<file path="src/rtl/sync_hunt_pkg.sv">
`timescale 1ns/1ps
package sync_hunt_pkg;

    localparam int CHAR_W = 8;
    localparam int CNT_W  = 4;
    localparam int MIN_LEN = 5;

    typedef enum logic [2:0] {
        ST_IDLE,
        ST_HUNT,
        ST_SKIP1,
        ST_SYNC2,
        ST_SKIP2,
        ST_DATA
    } hunt_state_t;

    typedef struct packed {
        logic [1:0] len_code;
        logic       parity_en;
        logic       parity_even;
        logic       single_sync;
        logic       ext_mode;
    } rx_cfg_t;

    typedef struct packed {
        logic [CHAR_W-1:0] data;
        logic              par_err;
    } rx_char_t;

    function automatic logic [CNT_W-1:0] char_bits(input logic [1:0] code);
        return CNT_W'(MIN_LEN) + CNT_W'(code);
    endfunction

    function automatic logic [CHAR_W-1:0] len_mask(input logic [1:0] code);
        logic [CHAR_W:0] one_hot;
        one_hot = (CHAR_W+1)'(1) << char_bits(code);
        return CHAR_W'(one_hot - (CHAR_W+1)'(1));
    endfunction

    // right-justify the newest len bits of an MSB-entry shift register
    function automatic logic [CHAR_W-1:0] window(input logic [CHAR_W-1:0] sr,
                                                 input logic [1:0] code);
        return sr >> (CHAR_W - int'(char_bits(code)));
    endfunction

    function automatic logic want_parity(input logic [CHAR_W-1:0] data,
                                         input logic even);
        return even ? (^data) : ~(^data);
    endfunction

endpackage

</file>
<file path="src/rtl/sync_hunt_shifter.sv">
`timescale 1ns/1ps
module sync_hunt_shifter
    import sync_hunt_pkg::*;
#(
    parameter int W  = CHAR_W,
    parameter int CW = CNT_W
) (
    input  logic         clk,
    input  logic         rst,
    input  logic         tick,
    input  logic         rxd,
    input  logic         clr_fill,
    input  logic [1:0]   len_code,
    output logic [W-1:0] win_next,
    output logic         full_next
);
    logic [W-1:0]  sr;
    logic [W-1:0]  sr_next;
    logic [CW-1:0] fill;
    logic [CW:0]   fill_inc;

    assign sr_next   = tick ? {rxd, sr[W-1:1]} : sr;
    assign win_next  = window(sr_next, len_code);
    assign fill_inc  = {1'b0, fill} + (CW+1)'(1);
    assign full_next = fill_inc >= {1'b0, char_bits(len_code)};

    always_ff @(posedge clk) begin
        if (rst) begin
            sr   <= '0;
            fill <= '0;
        end else begin
            sr <= sr_next;
            if (clr_fill) begin
                fill <= '0;
            end else if (tick && fill != CW'(W)) begin
                fill <= fill + CW'(1);
            end
        end
    end
endmodule

</file>
<file path="src/rtl/sync_hunt_matcher.sv">
`timescale 1ns/1ps
module sync_hunt_matcher
    import sync_hunt_pkg::*;
#(
    parameter int W = CHAR_W
) (
    input  logic [W-1:0] win,
    input  logic [W-1:0] pat1,
    input  logic [W-1:0] pat2,
    input  logic [1:0]   len_code,
    output logic         hit1,
    output logic         hit2
);
    logic [W-1:0] mask;

    assign mask = len_mask(len_code);
    assign hit1 = win == (pat1 & mask);
    assign hit2 = win == (pat2 & mask);
endmodule

</file>
<file path="src/rtl/sync_hunt_assembler.sv">
`timescale 1ns/1ps
module sync_hunt_assembler
    import sync_hunt_pkg::*;
#(
    parameter int W  = CHAR_W,
    parameter int CW = CNT_W
) (
    input  logic       clk,
    input  logic       rst,
    input  logic       active,
    input  logic       start,
    input  logic       tick,
    input  logic       rxd,
    input  logic [1:0] len_code,
    input  logic       parity_en,
    input  logic       parity_even,
    output logic       valid,
    output rx_char_t   char_out
);
    logic [CW-1:0] cnt;
    logic [W-1:0]  acc;
    logic [W-1:0]  acc_next;
    logic [CW-1:0] nbits;
    logic [CW-1:0] last_idx;
    logic          in_data;

    assign nbits    = char_bits(len_code);
    assign last_idx = parity_en ? nbits : nbits - CW'(1);
    assign in_data  = cnt < nbits;
    assign acc_next = in_data ? (acc | (W'(rxd) << cnt)) : acc;

    always_ff @(posedge clk) begin
        if (rst) begin
            cnt      <= '0;
            acc      <= '0;
            valid    <= 1'b0;
            char_out <= '0;
        end else begin
            valid <= 1'b0;
            if (start) begin
                cnt <= '0;
                acc <= '0;
            end else if (active && tick) begin
                if (cnt == last_idx) begin
                    valid            <= 1'b1;
                    char_out.data    <= acc_next;
                    char_out.par_err <= parity_en &&
                                        (rxd != want_parity(acc_next, parity_even));
                    cnt              <= '0;
                    acc              <= '0;
                end else begin
                    cnt <= cnt + CW'(1);
                    acc <= acc_next;
                end
            end
        end
    end
endmodule

</file>
<file path="src/rtl/sync_hunt_rx.sv">
`timescale 1ns/1ps
module sync_hunt_rx
    import sync_hunt_pkg::*;
#(
    parameter int W = CHAR_W
) (
    input  logic         clk,
    input  logic         rst,
    input  logic         bit_tick,
    input  logic         rxd,
    input  logic         rx_enable,
    input  logic         hunt_cmd,
    input  logic [1:0]   len_code,
    input  logic         parity_en,
    input  logic         parity_even,
    input  logic         single_sync,
    input  logic         ext_mode,
    input  logic         sync_in,
    input  logic [W-1:0] sync_char1,
    input  logic [W-1:0] sync_char2,
    input  logic         status_rd,
    output logic         char_valid,
    output logic [W-1:0] char_data,
    output logic         char_par_err,
    output logic         syndet,
    output logic         hunting
);
    rx_cfg_t     cfg;
    hunt_state_t st, st_n;
    logic [W-1:0] win_next;
    logic        full_next;
    logic        hit1, hit2;
    logic        clr_fill, asm_start, lock;
    logic        sync_q, sync_rise;
    logic        asm_active;
    rx_char_t    asm_char;

    assign cfg = '{len_code:    len_code,
                   parity_en:   parity_en,
                   parity_even: parity_even,
                   single_sync: single_sync,
                   ext_mode:    ext_mode};

    assign sync_rise  = sync_in && !sync_q;
    assign asm_active = (st == ST_DATA) && rx_enable && !hunt_cmd;
    assign hunting    = (st == ST_HUNT) || (st == ST_SKIP1) ||
                        (st == ST_SYNC2) || (st == ST_SKIP2);

    sync_hunt_shifter #(.W(W), .CW(CNT_W)) u_shift (
        .clk       (clk),
        .rst       (rst),
        .tick      (bit_tick),
        .rxd       (rxd),
        .clr_fill  (clr_fill),
        .len_code  (cfg.len_code),
        .win_next  (win_next),
        .full_next (full_next)
    );

    sync_hunt_matcher #(.W(W)) u_match (
        .win      (win_next),
        .pat1     (sync_char1),
        .pat2     (sync_char2),
        .len_code (cfg.len_code),
        .hit1     (hit1),
        .hit2     (hit2)
    );

    sync_hunt_assembler #(.W(W), .CW(CNT_W)) u_asm (
        .clk         (clk),
        .rst         (rst),
        .active      (asm_active),
        .start       (asm_start),
        .tick        (bit_tick),
        .rxd         (rxd),
        .len_code    (cfg.len_code),
        .parity_en   (cfg.parity_en),
        .parity_even (cfg.parity_even),
        .valid       (char_valid),
        .char_out    (asm_char)
    );

    assign char_data    = asm_char.data;
    assign char_par_err = asm_char.par_err;

    // the sync sequence ends: either go to the second pattern or lock
    always_comb begin
        st_n      = st;
        clr_fill  = 1'b0;
        asm_start = 1'b0;
        lock      = 1'b0;
        if (!rx_enable) begin
            st_n = ST_IDLE;
        end else if (hunt_cmd) begin
            st_n     = ST_HUNT;
            clr_fill = 1'b1;
        end else begin
            case (st)
                ST_HUNT: begin
                    if (cfg.ext_mode) begin
                        if (sync_rise) begin
                            st_n      = ST_DATA;
                            asm_start = 1'b1;
                        end
                    end else if (bit_tick && full_next && hit1) begin
                        if (cfg.parity_en) begin
                            st_n = ST_SKIP1;
                        end else if (cfg.single_sync) begin
                            st_n      = ST_DATA;
                            asm_start = 1'b1;
                            lock      = 1'b1;
                        end else begin
                            st_n     = ST_SYNC2;
                            clr_fill = 1'b1;
                        end
                    end
                end
                ST_SKIP1: begin
                    if (bit_tick) begin
                        if (cfg.single_sync) begin
                            st_n      = ST_DATA;
                            asm_start = 1'b1;
                            lock      = 1'b1;
                        end else begin
                            st_n     = ST_SYNC2;
                            clr_fill = 1'b1;
                        end
                    end
                end
                ST_SYNC2: begin
                    if (bit_tick && full_next) begin
                        if (!hit2) begin
                            st_n = ST_HUNT;
                        end else if (cfg.parity_en) begin
                            st_n = ST_SKIP2;
                        end else begin
                            st_n      = ST_DATA;
                            asm_start = 1'b1;
                            lock      = 1'b1;
                        end
                    end
                end
                ST_SKIP2: begin
                    if (bit_tick) begin
                        st_n      = ST_DATA;
                        asm_start = 1'b1;
                        lock      = 1'b1;
                    end
                end
                ST_IDLE, ST_DATA: st_n = st;
                default: st_n = ST_IDLE;
            endcase
        end
    end

    always_ff @(posedge clk) begin
        if (rst) begin
            st     <= ST_IDLE;
            sync_q <= 1'b0;
            syndet <= 1'b0;
        end else begin
            st     <= st_n;
            sync_q <= sync_in;
            if (lock) begin
                syndet <= 1'b1;
            end else if (status_rd) begin
                syndet <= 1'b0;
            end
        end
    end
endmodule

</file>
<file path="config.mk">
export PLATFORM = sky130hd
export DESIGN_NAME = sync_hunt_rx
export DESIGN_NICKNAME = d
export VERILOG_FILES = /design/src/rtl/sync_hunt_pkg.sv /design/src/rtl/sync_hunt_shifter.sv /design/src/rtl/sync_hunt_matcher.sv /design/src/rtl/sync_hunt_assembler.sv /design/src/rtl/sync_hunt_rx.sv
export SDC_FILE = /design/constraint.sdc
export NUM_CORES = 1
export LEC_CHECK = 0
export ABC_CLOCK_PERIOD_IN_PS = 6000
export CORE_MARGIN = 4
export CORE_UTILIZATION = 55
export CTS_CLUSTER_DIAMETER = 200
export CTS_CLUSTER_SIZE = 30
export DETAILED_ROUTE_END_ITERATION = 8
export GPL_TIMING_DRIVEN = 0
export PLACE_DENSITY = 0.8
export SLEW_MARGIN = 10
export SYNTH_ARGS = -nofsm -noshare
export SYNTH_HDL_FRONTEND = slang
export SYNTH_HIERARCHICAL = 1
export SYNTH_SLANG_ARGS = --single-unit
</file>
<file path="constraint.sdc">
create_clock -name clk -period 6 [get_ports clk]
set_clock_uncertainty 0.2 [all_clocks]
set_input_delay 1.2 -clock clk [delete_from_list [all_inputs] [get_ports clk]]
set_output_delay 1.2 -clock clk [all_outputs]
set_load 0.01 [all_outputs]
</file>
==> summary.md, run 1 <==
| Metric | Value |
|---|---|
| Status | finished clean |
| Num ports | 42 |
| Initial Util | 0.5769 |
| Max Cap Violations | 0 |
| Via count | 2,745 |
| HPWL after DPL | 5.178 mm |
| Minimum clock period after layout | 5.461 ns |
| R2r endpoint | u_asm/char_out[6]$_SDFFE_PP0P_ |
| CTS root buffer | clkbuf_8 |
| Min Hold Slack | 0.2768 ns |
| Core Area | 5172 um^2 |
| Insertion delay to the later sink of the worst-skew pair | 0.29 ns |
| Longest Clk Path Bufs | 2 |
| Mapped Nets | 393 |
| Layout area overhead | 20.96% |
| Fraction of registers with async set/reset | 0 |
| Share of cells above drive strength 1 | 0.1253 |
| Crit path arrival time | 5.47 ns |
| RD Place Congestion | 0.9421 |
| Max Slew Vio Count | 0 |
| Worst-margin pin slew | 0.7529 ns |
| Total gr overflow | 0 |
| RSZ-0062 raised after global routing | no |
| Slack of the worst reg-to-reg path | 1.98 ns |
| VDD IR max | 0.0001066 V |
| Die area | 6668 um^2 |
| Crit Path Class | in2reg |
| Hold Crit Class | reg2reg |
| Die width | 81.66 um |
| Initial antenna violation count | 0 |
| Cell area power density | 167.2 nW/um^2 |
| CTS tree | built |
| Hold Crit Depth | 2 |
| Post-synthesis sequential area ratio | 0.2616 |
| Most frequent cells in the layout | nor2_1 (44), clkdlybuf4s50_1 (41), dfxtp_1 (39), a21oi_1 (25), mux2i_1 (25) |
| CTS H-tree lvls | 2 |
| Number of global-route vias before repair | 2,535 |
| Critical Path RT | 6.01 ns |
| DRC | 0 |
| Fin crit share | 0.9101 |
| Synth Cell Area | 2984 um^2 |
| Post-route ant nets | 0 |
| Leak | 0.001417 uW |
| DIE HEIGHT | 81.66 um |
| Clk sinks | 39 |
| # nets final | 441 |
| First-pass GRT wire length | 11.33 mm |
| Reg clk slew, reported paths | 0.08 ns |
| Via density per instance | 5.853 |
| WL/cell | 14.47 um |
| DRT Pass-1 Iters | 5 |
| # diodes | 0 |
| Commonest non-fill, non-tap cell in the layout | nor2_1 |
| Yosys reg bits | 39 |
| First DRT Iteration DRCs | 174 |
| CP Launch Type | input port |
| Hold_sp | u_asm/acc[0]$_SDFFE_PP0P_ |
| Hold Buf Count CTS | 0 |
| I/O Buffers | 41 |
| Worst r2r src | u_shift/fill[0]$_SDFFE_PP0P_ |
| Total global-route track usage | 0.2134 |
| R2r worst-path depth | 14 |
| Largest net degree at the start of global routing | 14 |
| Slew HR | 0.4927 |
| Synth cell types | 70 |
| Hold Violations, Final | 0 |
| Syn avg cell area | 8.526 um^2 |
| Fin Setup TNS | 0 ns |
| FP Rows | 26 |
| FILL cells | 411 |
| Crit-path max FO | 12 |
| YS warnings | 6 |
| Routed wire length | 6.785 mm |
| Top_reg_cell synth | dfxtp_1 |
| Final setup violation count | 0 |
| Inserted Clock Buffers | 5 |
| Gate count after technology mapping | 350 |
| CP endpoint kind | flop |
| Highest Clock Rate | 183.1 MHz |
| Hold path endpoint | u_asm/acc[0]$_SDFFE_PP0P_ |
| EDFF count, synth | 0 |
==> worst max-delay path by stage <==
stage          slack (ns)                        endpoint   startpoint  depth (start not counted)
2_1_floorplan        1.47  u_asm/char_out[0]$_SDFFE_PP0P_  len_code[0]                         14
3_3_place_gp         0.17  u_asm/char_out[6]$_SDFFE_PP0P_  len_code[0]                         15
3_5_place_dp         0.12  u_asm/char_out[6]$_SDFFE_PP0P_  len_code[0]                         15
4_1_cts              0.41  u_asm/char_out[6]$_SDFFE_PP0P_  len_code[0]                         15
5_1_grt              0.02  u_asm/char_out[5]$_SDFFE_PP0P_  len_code[0]                         15
6_report             0.54  u_asm/char_out[6]$_SDFFE_PP0P_  len_code[0]                         15
==> kinds of logic (layout without fill, tap and decap cells) <==
family / after synthesis / count (layout) / synth area share
XOR/XNOR: 26 / 26 / 0.08344
AO/OA/AOI/OAI: 81 / 81 / 0.2080
multiplexers: 28 / 28 / 0.09518
flip-flops: 39 / 39 / 0.2616
AND/OR/NAND/NOR: 128 / 128 / 0.2382
buffers and inverters: 35 / 84 / 0.05912
adder cells (fa/ha/maj): 13 / 13 / 0.05451
==> critical path: stages <==
cell and delay, ns:
clkdlybuf4s50_1 0.64, ha_1 0.49, inv_1 0.10, or3_1 0.40
a21oi_2 0.32, a21oi_1 0.11, o22ai_1 0.27, a2111oi_2 0.12
a31o_1 0.23, a32oi_1 0.23, a21oi_1 0.18, nor4_4 0.50
clkbuf_1 0.38, nor2_1 0.07, a211oi_1 0.21
==> Yosys cell counts, types with 2 or more instances <==
library cell | count | share of area
o22ai_1 | 2 | 0.0042
nor4b_2 | 2 | 0.010
o21ai_0 | 6 | 0.010
nand2b_1 | 4 | 0.0084
a21o_1 | 2 | 0.0050
xnor2_1 | 13 | 0.038
o21a_1 | 4 | 0.010
xor2_1 | 11 | 0.032
nor2b_1 | 8 | 0.017
nand2_1 | 17 | 0.021
buf_2 | 3 | 0.0050
o211ai_2 | 2 | 0.0084
a2111oi_2 | 3 | 0.015
inv_1 | 20 | 0.025
o32ai_1 | 2 | 0.0059
and3_1 | 3 | 0.0063
inv_2 | 3 | 0.0038
mux2i_1 | 25 | 0.084
nor3_1 | 10 | 0.017
a211oi_1 | 8 | 0.020
or3_1 | 2 | 0.0042
nand4_1 | 4 | 0.0084
clkbuf_1 | 3 | 0.0038
a222oi_1 | 2 | 0.0067
nand3b_1 | 3 | 0.0075
buf_6 | 5 | 0.019
nor2b_2 | 2 | 0.0059
nor4_1 | 5 | 0.010
nor3b_1 | 5 | 0.013
dfxtp_1 | 39 | 0.26
a22oi_1 | 4 | 0.010
nor2_1 | 44 | 0.055
o311a_1 | 2 | 0.0067
mux2_2 | 3 | 0.011
a21oi_1 | 26 | 0.044
a31oi_1 | 3 | 0.0063
ha_1 | 13 | 0.055
a41oi_1 | 2 | 0.0059
nand3_1 | 4 | 0.0067
==> routing by layer <==
metal | GRT usage | wire [um]
met1 | 0.2808 | 3034
met5 | 0 | 0
met4 | 0.05316 | 83
met2 | 0.3599 | 3249
met3 | 0.03947 | 417
==> through the flow <==
step,util,worst slack [ns],cell area (um^2),cells,total power (uW)
2_1_floorplan,-,1.465,2984,350,342.4
3_3_place_gp,0.6732,0.1690,3482,461,381.4
3_5_place_dp,0.6732,0.1202,3482,461,383.9
4_1_cts,0.6950,0.4112,3595,469,607.6
5_1_grt,0.6979,0.01922,3610,469,633.1
6_report,0.6979,0.5393,3610,469,603.6
==> flip-flops by register name, indices dropped and copies added (netlist names) <==
signal	count
syndet	1
u_asm/acc	8
st	3
u_shift/fill	4
u_asm/char_out	9
u_asm/cnt	4
u_asm/valid	1
sync_q	1
u_shift/sr	8
==> power by group <==
| part | internal, uW | total, uW | switching [uW] |
|---|---|---|---|
| clock | 124 | 224 | 99.6 |
| combinational | 54.4 | 115 | 61.1 |
| sequential | 262 | 265 | 3.09 |
| total | 440 | 604 | 164 |
==> repair_timing <==
action                                  4_1_cts  5_1_grt
endpoints found under the hold margin         0        0
setup buffers                                 0        0
endpoints found under the setup margin        0        5
resized for setup                             0        3
==> cell type report <==
cell class | count | area, um^2 | share of cell area
buffer | 12 | 90.09 | 0.02496
clock buffer | 5 | 68.82 | 0.01906
clock inverter | 3 | 43.79 | 0.01213
inverter | 23 | 86.33 | 0.02392
multi-input combinational | 276 | 2042 | 0.5657
sequential | 39 | 780.7 | 0.2163
tap | 70 | 87.58 | 0.02426
timing repair buffer | 41 | 410.4 | 0.1137
No activity file was read; power rests on OpenSTA's default activity.
==> run 2: changes to the inputs <==
CORE_MARGIN = 8   (was 4)
==> summary.md, run 2 (same netlist as run 1, synthesis figures left out) <==
| Metric | Value |
|---|---|
| Hold Crit Class | reg2reg |
| # diodes | 0 (unchanged) |
| Slack of the worst reg-to-reg path | 2.05 ns (+0.07 ns) |
| Die width | 89.66 um (+9.8%) |
| CP bufs+invs | 2 (-1) |
| Insertion delay to the later sink of the worst-skew pair | 0.30 ns (about the same) |
| Commonest non-fill, non-tap cell in the layout | nor2_1 |
| VDD IR max | 0.00008937 V (-16%) |
| First-pass GRT wire length | 11.99 mm (+5.9%) |
| Crit path largest cell delay | 0.81 ns (+0.17 ns) |
| Initial antenna violation count | 0 (unchanged) |
| Max Cap Violations | 0 (unchanged) |
| Highest Clock Rate | 176.0 MHz (-3.9%) |
| Largest net degree at the start of global routing | 13 (-1) |
| Cells after DPL | 463 (+0.43%) |
| CTS root buffer | clkbuf_8 |
| Layout area overhead | 19.71% |
| # nets final | 441 (unchanged) |
| Crit Path Class | in2reg |
| Initial Util | 0.5556 (-0.02137) |
| Worst r2r src | u_shift/fill[0]$_SDFFE_PP0P_ |
| FILL cells | 492 (+20%) |
| RSZ-0062 raised after global routing | no |
| Via density per instance | 5.656 (-3.4%) |
| Post-CTS setup buffers | 0 (unchanged) |
| Worst-margin pin slew | 0.9246 ns (+0.1716 ns) |
| Total global-route track usage | 0.1918 (-0.02153) |
| Max Slew Vio Count | 0 (unchanged) |
| Critical Path RT | 6.01 ns (about the same) |
| Placed Area | 3485 um^2 (about the same) |
| Cell area power density | 154.4 nW/um^2 (-7.7%) |
| Share of cells above drive strength 1 | 0.1203 (-0.005013) |
| DRC | 0 (unchanged) |
| Clk sinks | 39 (unchanged) |
| Final Cell Area | 3572 um^2 (-1.0%) |
| Top Registers | u_asm/char_out (9), u_asm/acc (8), u_shift/sr (8) |
| FP Rows | 27 (+3.8%) |
| Num ports | 42 (unchanged) |
| Routed wire length | 7.196 mm (+6.1%) |
| Crit path arrival time | 5.69 ns (+0.22 ns) |
| Status | finished clean |
| Cell mode on critical path | a21oi_1 |
| Max reg flops | 9 (unchanged) |
| CP delay by family, top | simple AND/OR/NAND/NOR gates |
| Longest Clk Path Bufs | 2 (unchanged) |
| CTS H-tree lvls | 2 (unchanged) |
| WL/cell | 15.28 um (+5.6%) |
| R2r worst-path depth | 14 (unchanged) |
| Reg clk slew, reported paths | 0.07 ns (about the same) |
| CP endpoint kind | flop |
| Hold_sp | u_asm/char_out[0]$_SDFFE_PP0P_ |
| Crit-path max FO | 12 (unchanged) |
| Minimum clock period after layout | 5.681 ns (+0.2205 ns) |
| HPWL after DPL | 5.662 mm (+9.3%) |
| Leak | 0.001404 uW (-0.88%) |
| Critical Path Start | len_code[0] |
| CP Launch Type | input port |
| CTS tree | built |
| Post-route ant nets | 0 (unchanged) |
| Total gr overflow | 0 (unchanged) |
| Hold Violations, Final | 0 (unchanged) |
| Hold path endpoint | u_asm/char_out[0]$_SDFFE_PP0P_ |
| Hold Crit Depth | 2 (unchanged) |
| Most flops, register | u_asm/char_out |
| Inserted Clock Buffers | 5 (unchanged) |
| Number of global-route vias before repair | 2,622 (+3.4%) |
| Via count | 2,664 (-3.0%) |
| Slew HR | 0.3779 (-0.1148) |
| RD Place Congestion | 0.9078 (-3.6%) |
| Core Area | 5371 um^2 (+3.8%) |
| I/O Buffers | 41 (unchanged) |
| Die area | 8039 um^2 (+21%) |
| Final setup violation count | 0 (unchanged) |
| DIE HEIGHT | 89.66 um (+9.8%) |
| Fin crit share | 0.9469 (+0.03675) |
| Critical-path cell list | clkdlybuf4s50_1 -> ha_1 -> xor2_1 -> nor4_1 -> a21oi_1 -> o22ai_1 -> a211oi_2 -> nor4b_2 -> a32oi_1 -> a21oi_1 -> nor4_4 -> clkbuf_1 -> nor2_1 -> a211oi_1 |
| DRT Pass-1 Iters | 4 (-1) |
| First DRT Iteration DRCs | 159 (-8.6%) |
| Fin Setup TNS | 0 ns (unchanged) |
| Post-route insts no fill | 471 (+0.43%) |
| R2r endpoint | u_asm/char_out[6]$_SDFFE_PP0P_ |
| Slowest cell on crit path | nor4_1 |
| Most frequent cells in the layout | nor2_1 (44), clkdlybuf4s50_1 (41), dfxtp_1 (39), a21oi_1 (25), mux2i_1 (25) |
[run 2: report_power, final]
part | switching (uW) | internal, uW
clock network | 91.8 | 79.5
logic | 61.3 | 54.4
registers | 2.90 | 262
[run 2: repair_timing]
item | in CTS | in global routing
hold buffers | 0 | 0
resized for setup | 0 | 1
hold endpoints to repair | 0 | 0
setup endpoints to repair | 0 | 1
[run 2: how the worst max path moves through the flow]
| stage | endpoint | slack (ns) | depth (start not counted) |
|---|---|---|---|
| floorplan | u_asm/char_out[0]$_SDFFE_PP0P_ | 1.47 | 14 |
| global placement | u_asm/char_out[6]$_SDFFE_PP0P_ | 0.17 | 15 |
| detailed placement | u_asm/char_out[6]$_SDFFE_PP0P_ | 0.1 | 15 |
| CTS | u_asm/char_out[6]$_SDFFE_PP0P_ | 0.40 | 15 |
| global route | u_asm/char_out[6]$_SDFFE_PP0P_ | 0.09 | 15 |
| finish | u_asm/char_out[6]$_SDFFE_PP0P_ | 0.32 | 14 |
[run 2: area by class of cell]
type	instances	area, um^2	area share
inverter	23	86.33	0.02417
multi-input combinational	276	2031	0.5685
tap	72	90.09	0.02522
sequential	39	780.7	0.2186
timing repair buffer	41	410.4	0.1149
clock inverter	3	15.01	0.004203
clock buffer	5	68.82	0.01926
buffer	12	90.09	0.02522
[run 2: metal layers]
metal	share of wire	global-route usage	vias to the layer above
met3	0.049	0.04550	9
met5	0	0	-
li1	-	-	1369
met1	0.44	0.2263	1215
met2	0.50	0.3329	71
met4	0.012	0.06042	0
[run 2: through the flow]
step                worst slack, ns    util  hold WS [ns]  total power, uW
finish                       0.3188  0.6650        0.2846            551.5
CTS                          0.4015  0.6643        0.2848            559.6
global placement             0.1686  0.6487        0.2607            381.5
detailed placement          0.09563  0.6487        0.2720            384.0
floorplan                     1.465       -        0.2375            342.4
global route                0.09497  0.6650        0.3170            581.9
[run 2: worst register-to-register path, stage by stage, from the launching register on]
cell and delay (ns):
dfxtp_1 0.40, inv_1 0.09, ha_1 0.33, ha_1 0.31, a21o_1 0.17, a21oi_1 0.13
o21ai_0 0.21, nor4b_1 0.23, a31o_1 0.24, a32oi_1 0.22, a21oi_1 0.18, nor4_4 0.50
clkbuf_1 0.38, nor2_1 0.08, a211oi_1 0.20
